$ cat config.mk
export PLATFORM = sky130hd
export DESIGN_NAME = apbm_master
export DESIGN_NICKNAME = d
export VERILOG_FILES = /design/src/rtl/apbm_pkg.sv /design/src/rtl/apbm_decode.sv /design/src/rtl/apbm_retmux.sv /design/src/rtl/apbm_master.sv
export SDC_FILE = /design/constraint.sdc
export NUM_CORES = 1
export LEC_CHECK = 0
export BUFFER_PORTS_ARGS = -buffer_cell sky130_fd_sc_hd__buf_4
export CORE_UTILIZATION = 45
export DETAILED_ROUTE_END_ITERATION = 12
export PLACE_DENSITY = 0.9
export REMOVE_ABC_BUFFERS = 1
export SETUP_SLACK_MARGIN = 0.2
export SYNTH_ARGS = -nofsm -noshare
export SYNTH_HDL_FRONTEND = slang
export SYNTH_HIERARCHICAL = 1
export SYNTH_SLANG_ARGS = --single-unit
$ cat constraint.sdc
create_clock -name clk -period 4.35 [get_ports clk]
set_input_delay 0.2175 -clock clk [delete_from_list [all_inputs] [get_ports clk]]
set_output_delay 0.2175 -clock clk [all_outputs]
set_load 0.03 [all_outputs]
$ cat src/rtl/apbm_pkg.sv
package apbm_pkg;
  typedef enum logic [1:0] {
    PH_IDLE   = 2'd0,
    PH_SETUP  = 2'd1,
    PH_ACCESS = 2'd2,
    PH_FAULT  = 2'd3
  } phase_e;
endpackage

$ cat src/rtl/apbm_decode.sv
module apbm_decode #(
  parameter int AW        = 32,
  parameter int NSLV      = 2,
  parameter logic [AW-1:0] BASE = 32'h0000_1000,
  parameter int WIN_BYTES = 16
) (
  input  logic [AW-1:0]   addr,
  output logic [NSLV-1:0] hit_oh,
  output logic            hit_any
);
  localparam int SHIFT = $clog2(WIN_BYTES);

  for (genvar i = 0; i < NSLV; i++) begin : g_win
    localparam logic [AW-1:0] WBASE = BASE + AW'(i * WIN_BYTES);
    assign hit_oh[i] = ((addr >> SHIFT) == (WBASE >> SHIFT));
  end

  assign hit_any = |hit_oh;
endmodule

$ cat src/rtl/apbm_retmux.sv
module apbm_retmux #(
  parameter int DW   = 32,
  parameter int NSLV = 2
) (
  input  logic [NSLV-1:0]    sel_oh,
  input  logic [NSLV*DW-1:0] rdata_bus,
  input  logic [NSLV-1:0]    ready_bus,
  input  logic [NSLV-1:0]    err_bus,
  output logic [DW-1:0]      rdata,
  output logic               ready,
  output logic               err
);
  always_comb begin
    rdata = '0;
    ready = 1'b0;
    err   = 1'b0;
    for (int i = 0; i < NSLV; i++) begin
      if (sel_oh[i]) begin
        rdata = rdata | rdata_bus[i*DW +: DW];
        ready = ready | ready_bus[i];
        err   = err   | err_bus[i];
      end
    end
  end
endmodule

$ cat src/rtl/apbm_master.sv
module apbm_master
  import apbm_pkg::*;
#(
  parameter int AW        = 32,
  parameter int DW        = 32,
  parameter int NSLV      = 2,
  parameter logic [AW-1:0] BASE = 32'h0000_1000,
  parameter int WIN_BYTES = 16
) (
  input  logic                clk,
  input  logic                rst_n,
  input  logic                cmd_valid,
  output logic                cmd_ready,
  input  logic                cmd_write,
  input  logic [AW-1:0]       cmd_addr,
  input  logic [DW-1:0]       cmd_wdata,
  output logic                rsp_valid,
  output logic [DW-1:0]       rsp_rdata,
  output logic                rsp_err,
  output logic [AW-1:0]       bus_addr,
  output logic                bus_write,
  output logic [DW-1:0]       bus_wdata,
  output logic [NSLV-1:0]     bus_sel,
  output logic                bus_enable,
  input  logic [NSLV*DW-1:0]  slv_rdata,
  input  logic [NSLV-1:0]     slv_ready,
  input  logic [NSLV-1:0]     slv_err
);
  // reset: asserted at once, released after two edges
  logic [1:0] rst_sync_q;
  logic       rst_ok;

  always_ff @(posedge clk or negedge rst_n) begin
    if (!rst_n) rst_sync_q <= 2'b00;
    else        rst_sync_q <= {rst_sync_q[0], 1'b1};
  end
  assign rst_ok = rst_sync_q[1];

  phase_e          state_q, state_d;
  logic [AW-1:0]   addr_q;
  logic            write_q;
  logic [DW-1:0]   wdata_q;
  logic [NSLV-1:0] sel_q;
  logic            rsp_valid_q, rsp_err_q;
  logic [DW-1:0]   rsp_rdata_q;

  logic [NSLV-1:0] cmd_hit_oh;
  logic            cmd_hit_any;
  logic [DW-1:0]   m_rdata;
  logic            m_ready, m_err;
  logic            on_bus, done, accept, cmd_load, rsp_load;
  logic [DW-1:0]   rsp_rdata_d;
  logic            rsp_err_d;

  apbm_decode #(.AW(AW), .NSLV(NSLV), .BASE(BASE), .WIN_BYTES(WIN_BYTES)) u_dec (
    .addr    (cmd_addr),
    .hit_oh  (cmd_hit_oh),
    .hit_any (cmd_hit_any)
  );

  apbm_retmux #(.DW(DW), .NSLV(NSLV)) u_mux (
    .sel_oh    (bus_sel),
    .rdata_bus (slv_rdata),
    .ready_bus (slv_ready),
    .err_bus   (slv_err),
    .rdata     (m_rdata),
    .ready     (m_ready),
    .err       (m_err)
  );

  assign on_bus    = (state_q == PH_SETUP) || (state_q == PH_ACCESS);
  assign done      = ((state_q == PH_ACCESS) && m_ready) || (state_q == PH_FAULT);
  assign cmd_ready = rst_ok && ((state_q == PH_IDLE) || done);
  assign accept    = cmd_valid && cmd_ready;
  assign cmd_load  = accept;
  assign rsp_load  = done;

  // next-state
  always_comb begin
    state_d = state_q;
    unique case (state_q)
      PH_IDLE:   if (accept) state_d = cmd_hit_any ? PH_SETUP : PH_FAULT;
      PH_SETUP:  state_d = PH_ACCESS;
      PH_ACCESS,
      PH_FAULT: begin
        if (accept)    state_d = cmd_hit_any ? PH_SETUP : PH_FAULT;
        else if (done) state_d = PH_IDLE;
      end
      default:   state_d = PH_IDLE;
    endcase
  end

  always_comb begin
    rsp_rdata_d = ((state_q == PH_ACCESS) && !write_q) ? m_rdata : '0;
    rsp_err_d   = (state_q == PH_FAULT) ? 1'b1 : m_err;
  end

  always_ff @(posedge clk or negedge rst_ok) begin
    if (!rst_ok) state_q <= PH_IDLE;
    else         state_q <= state_d;
  end

  always_ff @(posedge clk or negedge rst_ok) begin
    if (!rst_ok) begin
      addr_q  <= '0;
      write_q <= 1'b0;
      wdata_q <= '0;
      sel_q   <= '0;
    end else if (cmd_load) begin
      addr_q  <= cmd_addr;
      write_q <= cmd_write;
      wdata_q <= cmd_wdata;
      sel_q   <= cmd_hit_oh;
    end
  end

  always_ff @(posedge clk or negedge rst_ok) begin
    if (!rst_ok) begin
      rsp_valid_q <= 1'b0;
      rsp_rdata_q <= '0;
      rsp_err_q   <= 1'b0;
    end else begin
      rsp_valid_q <= done;
      if (rsp_load) begin
        rsp_rdata_q <= rsp_rdata_d;
        rsp_err_q   <= rsp_err_d;
      end
    end
  end

  assign bus_sel    = on_bus ? sel_q : '0;
  assign bus_enable = (state_q == PH_ACCESS);
  assign bus_addr   = addr_q;
  assign bus_write  = write_q;
  assign bus_wdata  = wdata_q;
  assign rsp_valid  = rsp_valid_q;
  assign rsp_rdata  = rsp_rdata_q;
  assign rsp_err    = rsp_err_q;
endmodule

==> impl_metrics.env <==
export IMPL_status="complete, no violations"
export IMPL_fillCellCount=722
export IMPL_postCtsSetupBuffers=0
export IMPL_dr_first_iter_drc_count=58
export IMPL_hpwlAfterDp_um=8535
export IMPL_initial_core_util_pct=46.62
export IMPL_yosys_area_top_type="dfrtp_1"
export IMPL_p_int_w=0.001337
export IMPL_nets=739
export IMPL_finalHoldViolCount=0
export IMPL_synth_seq_cells=105
export IMPL_synth_distinct_cells=32
export IMPL_powerDensity_mw_per_mm2=257.5
export IMPL_grt_max_degree=81
export IMPL_hold_path_class="in -> reg"
export IMPL_r2r_start="state_q[1]"
export IMPL_cp_cell_sequence="inv_1 > ha_1 > and2_1 > buf_4 > a22o_2 > a211o_1 > and3_4 > mux2_2"
export IMPL_via_per_inst=5.043
export IMPL_core_area_mm2=0.009819
export IMPL_leakagePower_nw=3.648
export IMPL_ant_nets=0
export IMPL_whs_endpoint="bus_wdata[5]"
export IMPL_clk_pin_slew_ns=0.09
export IMPL_mostFrequentLayoutCell="buf_4"
export IMPL_crit_slowest_cell="and3_4"
export IMPL_critPathArrivalTime_ns=3.36
export IMPL_stdcell_count=736
export IMPL_combinationalPowerShare_pct=6.8
export IMPL_setup_viol=0
export IMPL_worst_skew_pair_late_latency_ns=0.35
export IMPL_grt_usage_pct=21.20
export IMPL_cts_path_max_buffers=2
export IMPL_remaining_drc_errors=0
export IMPL_root_buffer="clkbuf_8"
export IMPL_clockPowerShare_pct=35.4
export IMPL_dp_cells=720
export IMPL_grt_overflow=0
export IMPL_fin_worst_skew_ns=0.01058
export IMPL_avgSynthCellArea_um2=12.37
export IMPL_synth_top_area_share_pct=57.39
export IMPL_switching_power_w=0.0003607
export IMPL_antenna_found_initial=0
export IMPL_yosys_warnings=6
export IMPL_tritoncts="done"
export IMPL_fin_util_pct=67.11
export IMPL_ios=239
export IMPL_vdd_drop_max_mv=0.1495
export IMPL_netSwitchingFraction_pct=21.25
export IMPL_setup_tns_final_ns=0
export IMPL_syn_to_final_growth_pct=43.95
export IMPL_cts_max_level=3
export IMPL_grt_pass1_vias=3574
export IMPL_maxSlewViolCount=0
export IMPL_finalCritPeriodShare_pct=71.73
export IMPL_worstSetupStartpoint="state_q[1]"
export IMPL_maxSlewHeadroom_pct=34.02
export IMPL_seq_power_share_pct=57.8
export IMPL_min_path_cells=2
export IMPL_yosysSeqAreaShare_pct=57.39
export IMPL_num_vias=3712
export IMPL_reg2reg_depth=8
export IMPL_path_class="reg -> reg"
export IMPL_wirelength_um=11570
export IMPL_mostFrequentLayoutCells="243 x buf_4, 104 x dfrtp_1, 65 x mux2_2, 65 x nand2_1, 32 x nand3_1"
export IMPL_syn_area_mm2=0.004578
export IMPL_rsz0062_at_grt="no"
export IMPL_wl_per_cell_um=15.72
export IMPL_cap_violations=0
export IMPL_reg2reg_setup_slack_ns=1.23
export IMPL_start_kind="flop"
export IMPL_diodes=0
export IMPL_rr_endpoint="bus_addr[1]"
export IMPL_rows=36
export IMPL_crit_required_ns=4.59
export IMPL_synth_area_leaders="dfrtp_1 57%, mux2_2 16%, a22o_1 5.7%"
export IMPL_min_period_ns=3.120
export IMPL_clock_sinks=105
export IMPL_dieArea_mm2=0.01058
export IMPL_max_stage_delay_ns=0.76
export IMPL_end_kind="flop"
export IMPL_place_gp_congestion=0.8058
export IMPL_cts_buffers=9
export IMPL_layout_drive_gt1_share_pct=55.06
export IMPL_chipWidth_um=102.9
export IMPL_die_h_um=102.9
export IMPL_io_buffers=238
export IMPL_synth_cells=370
export IMPL_fmax_mhz=320.5
export IMPL_hold_path_startpoint="cmd_wdata[5]"
export IMPL_worstMarginPinSlew_ns=0.9897
export IMPL_grt_first_pass_wirelength_um=17080
export IMPL_first_pass_iters=4
export IMPL_critPathMaxFanout=68
synthesized netlist by cell type:
library cell  instances
a211o_1               1
a21boi_0              2
a21oi_1               1
a221o_1               1
a22o_1               30
a22o_2                4
a311o_1               1
and2_1                3
and3_4                1
buf_1                 1
buf_2                 4
buf_6                12
clkbuf_1              9
conb_1                1
dfrtp_1             105
ha_1                  4
inv_1                 4
mux2_1                2
mux2_2               65
nand2_1              65
nand2b_1              1
nand3_1              32
nand4_1               3
nor2b_1               2
nor3_1                3
nor4_1                6
nor4b_1               2
o21a_1                1
o21ai_0               1
or4_1                 1
or4_4                 1
or4b_2                1
repair_timing:
action | CTS | global route
setup endpoints to repair | 0 | 0
hold endpoints to repair | 2 | 0
hold buffers | 1 | 0
gates resized for setup | 0 | 0
per-layer routing:
metal	routed length [um]	GRT usage, %
met1	4567	24.07
met2	5988	38.87
met3	833	4.610
met4	179	8.126
met5	0	0
kinds of logic (layout without fill, tap and decap cells):
group / Yosys count / after routing / share of synthesized area (%)
AO/OA/AOI/OAI: 42 / 42 / 7.953
adder cells (fa/ha/maj): 4 / 4 / 1.093
buffers and inverters: 30 / 263 / 4.537
flip-flops: 105 / 105 / 57.39
multiplexers: 67 / 67 / 16.48
other: 1 / 1 / 0.08191
AND/OR/NAND/NOR: 121 / 121 / 12.46
worst max-delay path: cells and delay by family (launching register included):
family	cells	cell delay, ns
compound gates	2	0.45
fa+ha+maj	1	0.29
buf+inv	2	0.43
flops	1	0.48
mux	1	0.43
simple gates	2	0.87
layout make-up:
class | instances | area [um^2] | share of cell area [%]
inverter | 4 | 15.01 | 0.2278
tap | 133 | 166.4 | 2.525
clock inverter | 4 | 52.55 | 0.7974
timing repair buffer | 244 | 1834 | 27.83
sequential | 105 | 2631 | 39.93
clock buffer | 11 | 141.4 | 2.145
multi-input combinational | 235 | 1749 | 26.54
sequential cells by signal, summed over array words and instances (netlist names):
register    flops
bus_wdata      32
bus_write       1
sel_q           2
rsp_valid       1
state_q         2
bus_addr       32
rst_sync_q      2
rsp_err         1
rsp_rdata      32
worst max path at each step:
| stage | slack [ns] | end |
|---|---|---|
| finish | 1.23 | bus_addr[1] |
| global route | 1.06 | bus_addr[1] |
| CTS | 1.28 | bus_addr[1] |
| detailed placement | 1.31 | bus_addr[1] |
| global placement | 1.43 | bus_wdata[0] |
| floorplan | 0.20 | bus_addr[0] |
stage by stage:
stage / setup WS [ns] / power (W) / area, um^2 / hold slack, ns
after floorplan: 0.2045 / 0.001012 / 4385 / -0.07809
after global placement: 1.435 / 0.001114 / 6386 / 0.0008116
after detailed placement: 1.306 / 0.001117 / 6386 / 0.002089
after CTS: 1.283 / 0.001718 / 6590 / 0.07175
after global routing: 1.057 / 0.001766 / 6590 / 0.06761
final: 1.230 / 0.001697 / 6590 / 0.09364
power groups by stage:
stage / Sequential (W) / Combinational, W / Clock [W]
4_1_cts: 0.000982 / 0.000117 / 0.000619
5_1_grt: 0.000983 / 0.000125 / 0.000658
3_5_place_dp: 0.00100 / 0.000116 / 0
6_report: 0.000981 / 0.000116 / 0.000600
3_3_place_gp: 0.00100 / 0.000113 / 0
2_1_floorplan: 0.00101 / 0.00000282 / 0
No activity file was read; power rests on OpenSTA's default activity.
